[config.mk]
export PLATFORM = sky130hd
export DESIGN_NAME = lane_strobe_gen
export DESIGN_NICKNAME = d
export VERILOG_FILES = /design/src/rtl/lane_strobe_gen.sv
export SDC_FILE = /design/constraint.sdc
export NUM_CORES = 1
export LEC_CHECK = 0
export CAP_MARGIN = 40
export CORE_UTILIZATION = 38
export DETAILED_ROUTE_END_ITERATION = 10
export GPL_ROUTABILITY_DRIVEN = 0
export PLACE_DENSITY = 0.75
export SLEW_MARGIN = 20
export SYNTH_ARGS = -nofsm -noshare
export SYNTH_HDL_FRONTEND = slang
export SYNTH_SLANG_ARGS = --single-unit
[constraint.sdc]
create_clock -name clk -period 1.3 [get_ports clk]
set_input_delay 0.26 -clock clk [delete_from_list [all_inputs] [get_ports clk]]
set_output_delay 0.26 -clock clk [all_outputs]
set_load 0.05 [all_outputs]
[src/rtl/lane_strobe_gen.sv]
module lane_strobe_gen #(
  parameter logic [4:0] REG_ADDR = 5'h1C
) (
  input  logic       clk,
  input  logic       rst_n,
  input  logic [3:0] state_code,
  input  logic [1:0] region,
  input  logic [3:0] pend_be_n,
  input  logic       alt_bus,
  output logic [3:0] be_n,
  output logic       sel_n,
  output logic [4:0] reg_addr,
  output logic       drv_en
);

  localparam logic [1:0] RG_BYTE = 2'b00;
  localparam logic [1:0] RG_HALF = 2'b01;
  localparam logic [1:0] RG_MED  = 2'b10;
  localparam logic [1:0] RG_FAST = 2'b11;

  logic [3:0] prev_code;
  logic       first_ph;
  logic [3:0] be_nxt;
  logic       sel_act;

  assign reg_addr = REG_ADDR;

  always_comb begin
    be_nxt = 4'hF;
    case (region)
      RG_BYTE: begin
        for (int i = 3; i >= 0; i--)
          if (!pend_be_n[i]) be_nxt = ~(4'b0001 << i);
      end
      RG_HALF: begin
        if (!(pend_be_n[0] & pend_be_n[1]))      be_nxt = 4'b1100;
        else if (!(pend_be_n[2] & pend_be_n[3])) be_nxt = 4'b0011;
      end
      default: be_nxt = pend_be_n;
    endcase
    if (state_code != 4'd6 || alt_bus) be_nxt = 4'hF;
  end

  wire end_sel = (state_code == 4'd0) && (prev_code == 4'd6);

  always_comb begin
    case (region)
      RG_BYTE, RG_HALF: sel_act = (state_code >= 4'd3) && (state_code <= 4'd8);
      RG_MED:  sel_act = (state_code == 4'd5) || (state_code == 4'd6) || end_sel;
      RG_FAST: sel_act = (state_code == 4'd6) || end_sel ||
                         ((state_code == 4'd2) && !first_ph);
      default: sel_act = 1'b0;
    endcase
  end

  always_ff @(posedge clk) begin
    if (!rst_n) begin
      be_n      <= 4'hF;
      sel_n     <= 1'b1;
      drv_en    <= 1'b0;
      prev_code <= 4'd0;
      first_ph  <= 1'b0;
    end else begin
      be_n      <= be_nxt;
      sel_n     <= ~(sel_act && !alt_bus);
      drv_en    <= ~alt_bus;
      prev_code <= state_code;
      if (state_code == 4'd1)      first_ph <= 1'b1;
      else if (state_code == 4'd6) first_ph <= 1'b0;
    end
  end

  a_r3_one_lane: assert property (@(posedge clk) disable iff (!rst_n)
    ($past(region) == RG_BYTE) |-> ($countones(~be_n) <= 1));

  a_r4_whole_pair: assert property (@(posedge clk) disable iff (!rst_n)
    ($past(region) == RG_HALF) |-> (be_n == 4'hF || be_n == 4'b1100 || be_n == 4'b0011));

  a_r6_idle_lanes: assert property (@(posedge clk) disable iff (!rst_n)
    ($past(state_code) != 4'd6) |-> (be_n == 4'hF));

  a_r10_release: assert property (@(posedge clk) disable iff (!rst_n)
    $past(alt_bus) |-> (!drv_en && be_n == 4'hF && sel_n));

  a_r9_end_select: assert property (@(posedge clk) disable iff (!rst_n)
    (!sel_n && $past(state_code) == 4'd0) |-> ($past(state_code, 2) == 4'd6 && $past(region[1])));

  a_r2_fixed_addr: assert property (@(posedge clk) disable iff (!rst_n)
    reg_addr == REG_ADDR);

endmodule

==> results.py <==
metrics = {
    "power_and_ir_drop": {
        "power.sequential.fraction_pct": 46.1,
        "cellInternalPower_mw": 0.554,
        "sw_frac_of_total_pct": 28.1,
        "switchingPower_mw": 0.216,
        "worst_ir_drop_vdd_v": 0.000550,
        "power.leakage_nw": 0.378,
        "clkPwrFrac_pct": 30.4,
        "power_per_cell_area_nw_per_um2": 897,
        "comb_power_share_pct": 23.5,
    },
    "synth": {
        "yosysWarnings": 0,
        "synth_cell_type_count": 27,
        "area_fraction_of_the_dominant_cell_type_after_synthesis_pct": 42.3,
        "synth_largest_area_cell": "dfxtp_1",
        "synth.area.top_cells": "dfxtp_1 (42%), buf_4 (7.2%), nand2b_1 (4.8%)",
        "synth_sequential_area_ratio_pct": 42.3,
        "synth_area_per_cell_um2": 9.64,
        "yosys_register_bits": 11,
        "postSynthCellCount": 54,
        "netlist_area_before_placement_um2": 520,
    },
    "floorplan": {
        "placeableCoreArea_um2": 1190,
        "initial_utilization_pct": 43.9,
        "io_pins": 24,
        "num_rows": 12,
        "die_width_um": 39.0,
        "die_area_um2": 1520,
        "die_h_um": 39.0,
    },
    "global_route": {
        "grt_start_max_net_pins": 10,
        "first_pass_grt_wire_length_um": 1950,
        "grt_overflow": 0,
        "grt_pass1_vias": 451,
        "grt_antenna_before_repair": 0,
        "groute.usage.overall_pct": 19.2,
    },
    "cells_and_area": {
        "multi_input_comb_area_um2": 267,
        "area.growth.synth_to_final_pct": 64.9,
        "register_area_um2": 220,
        "filler_instances": 88,
        "layout-drive-gt1-share_pct": 27.4,
        "finish.instance_area_um2": 858,
        "antenna_cells_inserted": 0,
        "nets": 98,
    },
    "critical_path": {
        "critPathCaptureType": "flop",
        "worst_setup_path_startpoint": "region[0]",
        "worst_r2r_startpoint": "prev_code[0]$_SDFF_PN0_",
        "worstPathArrival_ps": 1420,
        "criticalPathCategory": "primary input to flop",
        "critPathRequiredTime_ps": 1470,
        "worstPathCellList": "clkdlybuf4s50_1 > nand4bb_1 > a31o_1 > a311o_1",
        "critical-path-slowest-cell": "clkdlybuf4s50_1",
        "startpoint_type": "primary input",
        "worst-path-max-fanout": 3,
        "critPathMaxStageDelay_ps": 450,
    },
    "run": {
        "drv.max_cap_violation_count": 0,
    },
    "sta": {
        "clock-skew-final_ps": 18.1,
        "fin_crit_sh_pct": 96.7,
        "drv_slew": 0,
        "whs_ps": 439,
        "rsz0062_at_grt": "no",
        "hold_violations": 0,
        "timing.final.crit_period_ps": 1260,
        "max_freq_mhz": 795,
        "fin_setup_tns_ps": 0,
        "final-setup-viol-count": 0,
    },
    "clocking": {
        "clkSlewWorstSetupHoldPaths_ps": 80,
        "clock_sink_count": 11,
        "cts_tree": "built",
        "cts_max_level": 1,
        "cts-hold-fix-buffers": 0,
        "post-cts-setup-buffer-count": 0,
        "tritoncts.num_buffers": 3,
        "clock_path_buffers": 2,
        "cts_root_buffer": "clkbuf_4",
        "clkLatencyLatePin_ps": 270,
    },
    "worst_hold_path": {
        "timing.hold.worst.class": "primary input to flop",
        "worst_hold_startpoint": "rst_n",
    },
    "placed_design": {
        "placed_cell_area_um2": 823,
        "number_of_buffers_inserted_by_port_buffering": 18,
        "hpwlAfterDp_um": 989,
    },
    "routing": {
        "routed_wire_length_per_instance_um": 12.8,
        "drt_first_iter_violations": 9,
        "detail_route.vias_per_cell": 5.12,
        "routed_wirelength_um": 1260,
        "antenna_left": 0,
        "drt_first_pass_iters": 4,
        "post-route-drc-count": 0,
        "detailroute.via_count": 502,
    },
    "status": {
        "run_status": "completed",
    },
}
area by class of cell:
cell class / instances / share of cell area [%]
Timing Repair Buffer: 29 / 37.8
Multi-Input combinational cell: 39 / 31.0
Sequential cell: 11 / 25.7
Clock buffer: 4 / 3.06
Tap cell: 14 / 2.04
Inverter: 1 / 0.437
worst max-delay path: cells and delay by family:
kind / cells / cell delay [ps]
AOI/OAI and AO/OA: 2 / 520
buffers and inverters: 1 / 450
and+or+nand+nor: 1 / 190
flip-flops by register name, indices dropped and copies added, names as in the netlist:
| register | cells |
|---|---|
| be_n | 4 |
| drv_en | 1 |
| first_ph | 1 |
| prev_code | 4 |
| sel_n | 1 |
Yosys cell counts:
cell type  number
a211o_1         1
a21boi_1        1
a21oi_1         1
a311o_1         1
a31o_1          1
a31oi_1         1
and2_1          3
and2_2          1
buf_4           5
buf_6           1
conb_1          2
dfxtp_1        11
inv_1           1
nand2_1         3
nand2b_1        4
nand3_1         1
nand3b_1        1
nand4b_1        1
nand4bb_1       2
nor3_1          1
nor3b_1         2
nor4b_2         1
o21ai_0         4
o21bai_1        1
o311ai_1        1
o31ai_1         1
o32ai_1         1
timing repair:
action | in CTS | in global routing
pin swaps | 0 | 1
setup endpoints to repair | 5 | 3
endpoints found under the hold margin | 0 | 0
gates resized for setup | 3 | 3
routing by layer:
metal	wire, um	GRT usage [%]	vias to the layer above
met4	18	7.76	0
met5	0	0	-
met1	564	25.6	228
met2	612	30.0	23
met3	60	3.47	4
li1	-	-	247
cell usage in the layout, fill, tap and decap left out, types with 2 or more instances in the layout:
cell / count
dlymetal6s2s_1: 2
clkdlybuf4s50_1: 7
nand2_1: 3
and2_1: 3
buf_12: 6
dfxtp_1: 11
dlygate4sd2_1: 3
nand2b_1: 3
clkbuf_4: 3
buf_4: 11
o21ai_0: 4
nand4bb_1: 2
nor3b_1: 2
conb_1: 5
through the flow:
stage / utilization, % / worst slack (ps) / std cells / power, mW
2_1_floorplan: - / 143 / 57 / 0.457
3_3_place_gp: 69.4 / -334 / 94 / 0.539
3_5_place_dp: 69.4 / -373 / 94 / 0.544
4_1_cts: 71.3 / 44.5 / 98 / 0.769
5_1_grt: 72.4 / 11.1 / 98 / 0.803
6_report: 72.4 / 42.3 / 98 / 0.770
logic make-up (layout without fill, tap and decap cells):
| group | count (synthesis) | count (layout) | share of synthesized area (%) |
|---|---|---|---|
| other cells | 2 | 5 | 1.44 |
| compound gates | 14 | 14 | 19.0 |
| simple gates | 20 | 20 | 27.2 |
| flops | 11 | 11 | 42.3 |
| buf+inv | 7 | 34 | 10.1 |
path summary, 6_finish.rpt:
path	slack [ps]	cells after the start	to
max	40	4	sel_n$_SDFF_PN1_
min	440	4	drv_en$_SDFF_PN0_
max reg2reg	160	3	sel_n$_SDFF_PN1_
min reg2reg	520	2	first_ph$_SDFFE_PN0P_
power groups by stage:
stage / sequential (mW) / clock (mW) / combinational, mW
3_3_place_gp: 0.363 / 0 / 0.176
5_1_grt: 0.356 / 0.256 / 0.191
3_5_place_dp: 0.363 / 0 / 0.180
4_1_cts: 0.355 / 0.236 / 0.177
2_1_floorplan: 0.373 / 0 / 0.0845
6_report: 0.355 / 0.234 / 0.181
No activity file was read; power rests on OpenSTA's default activity.
